File: src/rtl/vlr_pkg.sv
package vlr_pkg;
  localparam int ADDR_W   = 8;
  localparam int DISP_W   = 24;
  localparam int CTRL_W   = 14;
  localparam int DIR_W    = 2;
  localparam int DIM_W    = 10;
  localparam int GROUPS   = 3;
  localparam int FRAME_W  = DISP_W + CTRL_W + DIR_W;
  localparam logic [ADDR_W-1:0] DEV_ADDR = 8'h83;
  localparam int SYNC_STAGES = 2;
endpackage

File: src/rtl/vlr_sync.sv
module vlr_sync #(
  parameter int N      = 3,
  parameter int STAGES = vlr_pkg::SYNC_STAGES
) (
  input  logic         clk_i,
  input  logic         rst_ni,
  input  logic [N-1:0] in_i,
  output logic [N-1:0] lvl_o
);
  for (genvar i = 0; i < N; i++) begin : g_line
    logic [STAGES-1:0] pipe_q;
    always_ff @(posedge clk_i or negedge rst_ni) begin
      if (!rst_ni) pipe_q <= '0;
      else         pipe_q <= {pipe_q[STAGES-2:0], in_i[i]};
    end
    assign lvl_o[i] = pipe_q[STAGES-1];
  end
endmodule

File: src/rtl/vlr_frame.sv
module vlr_frame
  import vlr_pkg::*;
#(
  parameter int AW = ADDR_W,
  parameter int FW = FRAME_W,
  parameter int DW = DISP_W,
  parameter int MW = DIM_W,
  parameter int RW = DIR_W,
  parameter logic [AW-1:0] MY_ADDR = DEV_ADDR
) (
  input  logic          clk_i,
  input  logic          rst_ni,
  input  logic          sclk_i,
  input  logic          sdata_i,
  input  logic          cs_i,
  output logic          commit_o,
  output logic [DW-1:0] disp_o,
  output logic [MW-1:0] dim_o,
  output logic [RW-1:0] dir_o
);
  localparam int CNT_MAX = FW + 1;
  localparam int CNT_W   = $clog2(CNT_MAX + 1);

  logic          sclk_q, cs_q;
  logic          sclk_rise, cs_rise, cs_fall;
  logic [AW-1:0] addr_q;
  logic          match_q;
  logic [CNT_W-1:0] cnt_q;
  logic [FW-1:0] shift_q;

  always_ff @(posedge clk_i or negedge rst_ni) begin
    if (!rst_ni) begin
      sclk_q <= 1'b0;
      cs_q   <= 1'b0;
    end else begin
      sclk_q <= sclk_i;
      cs_q   <= cs_i;
    end
  end

  assign sclk_rise = sclk_i & ~sclk_q;
  assign cs_rise   = cs_i & ~cs_q;
  assign cs_fall   = ~cs_i & cs_q;

  always_ff @(posedge clk_i or negedge rst_ni) begin
    if (!rst_ni) begin
      addr_q  <= '0;
      match_q <= 1'b0;
      cnt_q   <= '0;
      shift_q <= '0;
    end else begin
      if (!cs_i && sclk_rise) addr_q <= {sdata_i, addr_q[AW-1:1]};
      if (cs_rise) begin
        match_q <= (addr_q == MY_ADDR);
        cnt_q   <= '0;
      end else if (cs_i && sclk_rise) begin
        shift_q <= {sdata_i, shift_q[FW-1:1]};
        if (cnt_q != CNT_W'(CNT_MAX)) cnt_q <= cnt_q + 1'b1;  // saturate: long frame
      end
    end
  end

  assign commit_o = cs_fall && match_q && (cnt_q == CNT_W'(FW));
  assign disp_o   = shift_q[DW-1:0];
  assign dim_o    = shift_q[DW +: MW];
  assign dir_o    = shift_q[FW-1 -: RW];

  AST_CNT_CAP: assert property (@(posedge clk_i) disable iff (!rst_ni)
    cnt_q <= CNT_W'(CNT_MAX));
endmodule

File: src/rtl/vlr_regs.sv
module vlr_regs
  import vlr_pkg::*;
#(
  parameter int DW = DISP_W,
  parameter int MW = DIM_W,
  parameter int RW = DIR_W,
  parameter int NG = GROUPS
) (
  input  logic           clk_i,
  input  logic           rst_ni,
  input  logic           commit_i,
  input  logic [DW-1:0]  disp_i,
  input  logic [MW-1:0]  dim_i,
  input  logic [RW-1:0]  dir_i,
  output logic [NG*DW-1:0] disp_o,
  output logic [MW-1:0]  dim_o
);
  logic [NG-1:0] grp_we;

  for (genvar g = 0; g < NG; g++) begin : g_grp
    logic [DW-1:0] grp_q;
    assign grp_we[g] = commit_i && (dir_i == RW'(g));
    always_ff @(posedge clk_i or negedge rst_ni) begin
      if (!rst_ni)        grp_q <= '0;
      else if (grp_we[g]) grp_q <= disp_i;
    end
    assign disp_o[g*DW +: DW] = grp_q;
  end

  always_ff @(posedge clk_i or negedge rst_ni) begin
    if (!rst_ni)       dim_o <= '0;
    else if (commit_i) dim_o <= dim_i;   // written for every direction code
  end

  AST_ONE_GROUP: assert property (@(posedge clk_i) disable iff (!rst_ni)
    $onehot0(grp_we));
  AST_DISP_HOLD: assert property (@(posedge clk_i) disable iff (!rst_ni)
    !$stable(disp_o) |-> $past(commit_i));
  AST_DIM_HOLD: assert property (@(posedge clk_i) disable iff (!rst_ni)
    !$stable(dim_o) |-> $past(commit_i));
endmodule

File: src/rtl/vfd_link_rx.sv
module vfd_link_rx
  import vlr_pkg::*;
#(
  parameter int DW = DISP_W,
  parameter int MW = DIM_W,
  parameter int NG = GROUPS
) (
  input  logic             clk_i,
  input  logic             rst_ni,
  input  logic             sclk_i,
  input  logic             sdata_i,
  input  logic             cs_i,
  output logic [NG*DW-1:0] disp_o,
  output logic [MW-1:0]    dimmer_o
);
  logic [2:0]       lvl;
  logic             commit;
  logic [DW-1:0]    f_disp;
  logic [MW-1:0]    f_dim;
  logic [DIR_W-1:0] f_dir;

  vlr_sync #(.N(3)) u_sync (
    .clk_i (clk_i),
    .rst_ni(rst_ni),
    .in_i  ({cs_i, sdata_i, sclk_i}),
    .lvl_o (lvl)
  );

  vlr_frame #(.DW(DW), .MW(MW)) u_frame (
    .clk_i   (clk_i),
    .rst_ni  (rst_ni),
    .sclk_i  (lvl[0]),
    .sdata_i (lvl[1]),
    .cs_i    (lvl[2]),
    .commit_o(commit),
    .disp_o  (f_disp),
    .dim_o   (f_dim),
    .dir_o   (f_dir)
  );

  vlr_regs #(.DW(DW), .MW(MW), .NG(NG)) u_regs (
    .clk_i   (clk_i),
    .rst_ni  (rst_ni),
    .commit_i(commit),
    .disp_i  (f_disp),
    .dim_i   (f_dim),
    .dir_i   (f_dir),
    .disp_o  (disp_o),
    .dim_o   (dimmer_o)
  );

  AST_NO_EARLY_CHANGE: assert property (@(posedge clk_i) disable iff (!rst_ni)
    lvl[2] |=> $stable(dimmer_o));
endmodule

File: config.mk
export PLATFORM = sky130hd
export DESIGN_NAME = vfd_link_rx
export DESIGN_NICKNAME = d
export VERILOG_FILES = /design/src/rtl/vlr_pkg.sv /design/src/rtl/vlr_sync.sv /design/src/rtl/vlr_frame.sv /design/src/rtl/vlr_regs.sv /design/src/rtl/vfd_link_rx.sv
export SDC_FILE = /design/constraint.sdc
export NUM_CORES = 1
export LEC_CHECK = 0
export ABC_AREA = 1
export ABC_CLOCK_PERIOD_IN_PS = 1330
export BUFFER_PORTS_ARGS = -buffer_cell sky130_fd_sc_hd__buf_2
export CORE_AREA = 4 4 144 146
export DETAILED_ROUTE_END_ITERATION = 8
export DIE_AREA = 0 0 148 150
export PLACE_DENSITY_LB_ADDON = 0.1
export SLEW_MARGIN = 40
export SYNTH_ARGS = -nofsm -noshare
export SYNTH_HDL_FRONTEND = slang
export SYNTH_SLANG_ARGS = --single-unit
File: constraint.sdc
create_clock -name clk_i -period 1.33 [get_ports clk_i]
set_input_delay 0.0665 -clock clk_i [delete_from_list [all_inputs] [get_ports clk_i]]
set_output_delay 0.0665 -clock clk_i [all_outputs]
set_load 0.03 [all_outputs]
* Word level (Yosys, flattened, before mapping) *
Index checks and enable logic that the tools add are counted.

operators by class
  $add $sub $neg = 1
  reduce and logical (&&, ||, !) cells = 13
  muxes and demuxes = 3
  bitwise operators = 7
  eq/ne operators = 5

operators with widths
  operator                                                         number
  6-bit 2-to-1 mux                                                 3
  8-bit == test, second input constant                             1
  1-bit logical AND                                                7
  6-bit by 1-bit adder with 6-bit output, second input constant    1
  6-bit == test, second input constant                             1
  6-bit != test, second input constant                             1
  1-bit NOT                                                        4
  2-bit AND reduction                                              2
  2-bit nonzero test                                               2
  1-bit bitwise AND                                                3
  2-bit by 1-bit == test with 1-bit output, second input constant  1
  2-bit == test, second input constant                             1
  2-bit zero test                                                  1
  1-bit zero test                                                  1

word-level totals
  word-level logic and storage cells = 42
  bits of input ports = 5
  output and inout port bits = 82
  bits in registers = 145

* Logic depth before layout (Yosys ltp) *
  depth after elaboration = 5
  depth in mapped cells = 9
  gate-level depth less buffers = 8

* Modules after synthesis *
From an unflattened synthesis, not the netlist that was laid out.

unflattened totals
  cell total of the unflattened synthesis = 662
  area total of the unflattened synthesis = 6143.4 sq um

modules (own cells, without submodules)
  module     times used  cells an instance  area an instance (sq um)
  vlr_regs   1           362                3328.2
  vlr_frame  1           291                2642.5
  vlr_sync   1           9                  172.7

* Worst setup path after synthesis *
OpenSTA, ideal clock, no wires.

  path type = register to register
  start point = register u_frame.cnt_q[0]
  end point = register u_regs.dim_o[2]
  required time = 1204 ps
  arrival = 1343 ps
  library setup time = 126 ps
  slack = -139 ps
  cell stages (with the launch flop) = 10
  period minus slack after synthesis = 1469 ps
  path through = dfrtp_1 inv_1 ha_1 nand2_1 nor3_4 buf_4 nand2_1 buf_2 nand2_1 o21ai_0

between the ends
  longest elaborated chain between the ends = 2

RTL lines
  what                    line             text
  start, declared         vlr_frame.sv:28  logic [CNT_W-1:0] cnt_q;
  start signal, assigned  vlr_frame.sv:58  if (cnt_q != CNT_W'(CNT_MAX)) cnt_q <= cnt_q + 1'b1;
  6-bit == test           vlr_frame.sv:63  assign commit_o = cs_fall && match_q && (cnt_q == CNT_W'(FW));
  1-bit logical AND       vlr_frame.sv:63
  end signal, assigned    vlr_regs.sv:32   else if (commit_i) dim_o <= dim_i;
  end, declared           vlr_regs.sv:16   output logic [MW-1:0] dim_o

Every way passes these cells.
A chain may end at the register's enable or synchronous reset.

* Worst setup path in the final report *
  start point = register u_frame.cnt_q[0]
  end point = register u_regs.dim_o[0]

Same word-level chain as after synthesis.

==> metrics <==
Crit. End Element register; failing checks negative setup slack; switching power 2.861 mW; initial antenna violation count 0; reg2reg start u_frame.cnt_q[0]; Yosys cell types 20; setup TNS -12930 ps; fin. max-slew vios 0; RSZ-0062 raised after global routing true; Final HPWL DP 10.17 mm; CP endpoint u_regs.dim_o[0]; r2r setup slk -200 ps; TritonCTS buffer count 17; Finish-stage setup viols 88; Power Dens Cells 1323 nW/µm²; Routed Antenna Nets 0; crit path cell chain inv_2, ha_4, nand2_4, nor3_4, buf_6, buf_12, nand2_8, clkbuf_16, nand2_1, o21ai_1; final worst setup slack -198.9 ps; post-route clock period utilization 115.0%; Crit. Startpoint u_frame.cnt_q[0]; worst slew pin tran 423.0 ps; GRT overflow 0; #FFs+latches synth 145; Syn Inst Count 620; Clock Tree Buf Depth 2; Layout Utilization 42.23%; Crit path depth 10; drt wl/cell 16.32 µm; vias in the first global route 4756; Leakage 4.278 nW; Combinational Power Share 8.4%; max cap viols 0; crit path max-delay cell type dfrtp_1; Vias/cell 4.643; clock share of power 44.1%; Syn. warnings 0; Crit path required time 1630 ps; Clk Latency, worst-skew pair 420 ps; CTS tree built; crit-path max FO 5; Placer Congestion 0.7522; critical path class reg2reg; die height 150 µm; R2R cell count 10; CP bufs+invs 4; Syn-to-layout area delta 41.68%; largest stage delay on the critical path 400 ps; syn_nets 628; 1st-iter DRT viols 162; initial core utilization 29.81%; final hold violation count 0; Sequential Power Share 47.5%; drt total wl 16.71 mm; die width 148 µm; H-tree lvl count 4; clock skew 9.335 ps; I/O pins 87; Total Routing Usage GR 14.41%; DRC Markers 0; arrival time worst endpoint 1830 ps; clock sinks 145; share of layout cells above drive strength 1 33.47%; minimum clock period 1529 ps; min-delay worst type in2async; # nets final 754; Synth Cell Area 5782 µm²; core area 19400 µm²; status finished, violations left; root buffer cell clkbuf_16; sequential share of the synthesized area 62.76%; CTS clk-pin slew, worst paths 60 ps; worst slack, placed -219.2 ps; first-pass GRT wire length 25.44 mm; Die Area 22200 µm²; drt first pass iters 4; Internal 7.976 mW; reg2reg end u_regs.dim_o[0]; FMAX 654.1 MHz; largest net degree at the start of global routing 81; Worst Hold Margin 131.1 ps; worst-case vdd ir drop 922.0 µV; Worst path top cell family by delay buffers and inverters; switching share of power 26.40%; # diodes 0; Port Buffers 86; FILL cells 1917; vias post-DR 4754; FP Rows 51; startpoint types register; Slew HR 71.80%; average size of a mapped cell 9.325 µm²
[worst min-delay path by stage]
stage | cells past startpoint | slack [ps] | end
global placement | 1 | 10 | u_regs.g_grp[2].grp_q[7]
CTS | 2 | 130 | u_regs.g_grp[2].grp_q[10]
global route | 2 | 150 | u_regs.g_grp[2].grp_q[10]
detailed placement | 1 | 9 | u_regs.g_grp[2].grp_q[10]
finish | 2 | 130 | u_regs.g_grp[2].grp_q[10]
floorplan | 0 | -230 | u_frame.addr_q[0]
[metrics by stage]
| stage | power (mW) | instances | area (µm²) |
|---|---|---|---|
| global route | 11.37 | 1024 | 8192 |
| detailed placement | 6.052 | 971 | 6828 |
| floorplan | 5.534 | 620 | 5817 |
| global placement | 6.020 | 971 | 6828 |
| CTS | 10.94 | 1012 | 7631 |
| finish | 10.84 | 1024 | 8192 |
[power groups by stage]
stage               Combinational (mW)  Sequential [mW]  Clock [mW]
global placement                 0.809             5.21           0
CTS                              0.881             5.14        4.91
global route                      1.05             5.20        5.13
floorplan                        0.469             5.07           0
detailed placement               0.833             5.22           0
finish                           0.908             5.15        4.78
[repair_timing]
item,4_1_cts,5_1_grt
gates resized for setup,30,90
endpoints found under the setup margin,96,106
pin swaps,13,28
hold endpoints to repair,148,0
setup buffers,5,1
hold buffers,4,0
cloned,1,11
[cells in the final DEF, fill, tap and decap left out, types with 3 or more instances in the layout]
| cell | instances |
|---|---|
| buf_2 | 85 |
| nor2_2 | 5 |
| o21ai_2 | 6 |
| clkbuf_16 | 25 |
| buf_4 | 21 |
| dfrtp_1 | 145 |
| inv_1 | 37 |
| clkinvlp_4 | 4 |
| nand3_4 | 4 |
| nand4_1 | 74 |
| nand2_1 | 166 |
| o21ai_1 | 4 |
| clkinv_2 | 3 |
| nand2_2 | 35 |
| buf_6 | 12 |
| clkbuf_8 | 3 |
| o21ai_0 | 31 |
| dlygate4sd3_1 | 4 |
| a21oi_1 | 16 |
| inv_2 | 3 |
| nand3_2 | 4 |
| nand2_4 | 14 |
| nor2_1 | 17 |
| buf_12 | 15 |
| nand3_1 | 5 |
[flip-flops by register name, summed over array words and instances, names as in the netlist]
name                  count
u_frame.match_q           1
u_sync.g_line.pipe_q      6
u_frame.sclk_q            1
u_regs.dim_o             10
u_frame.cs_q              1
u_frame.addr_q            8
u_regs.g_grp.grp_q       72
u_frame.cnt_q             6
u_frame.shift_q          40
[final cells by class]
class	instances	area (µm²)	share of cell area, %
multi-input combinational	395	2182	26.64
clock buffer	20	466.7	5.697
sequential	145	3628	44.30
clock inverter	12	131.4	1.604
inverter	40	150.1	1.833
timing repair buffer	147	1301	15.89
tap	265	331.6	4.048
[kinds of logic (layout without fill, tap and decap cells)]
group                      after synthesis  count (layout)  synth area share (%)
and+or+nand+nor                        333             333                 25.60
DFF                                    145             145                 62.76
buffers and inverters                   80             219                 5.778
AOI/OAI and AO/OA                       58              58                 5.064
adders and majority gates                3               3                0.6493
xor gates and xnor gates                 1               1                0.1515
[synthesized netlist by cell type]
cell      number  area (µm²)
nand2_1      216       810.8
dfrtp_1      145        3628
nand4_1       74       462.9
inv_1         39       146.4
o21ai_0       34       170.2
buf_2         24       120.1
nor2_1        24       90.09
a21oi_1       16       80.08
clkbuf_1      15       56.30
nand3_1       13       65.06
o21ai_1        7       35.03
ha_1           3       37.54
nand3b_1       2       15.01
nor3_1         2       10.01
buf_4          1       7.510
inv_2          1       3.750
nor3_2         1       10.01
nor3_4         1       16.27
o21bai_1       1       7.510
xor2_1         1       8.760
[metal layers]
metal  part of all wire (%)  wire length (µm)  track usage, %  up-vias
li1                       -                 -               -     2306
met1                     46              7741           19.16     2349
met2                     48              8007           22.90       82
met3                    4.1               683           3.937       17
met4                    1.7               280           4.804        0
met5                      0                 0               0        -
Power figures use the tool's default switching activity.
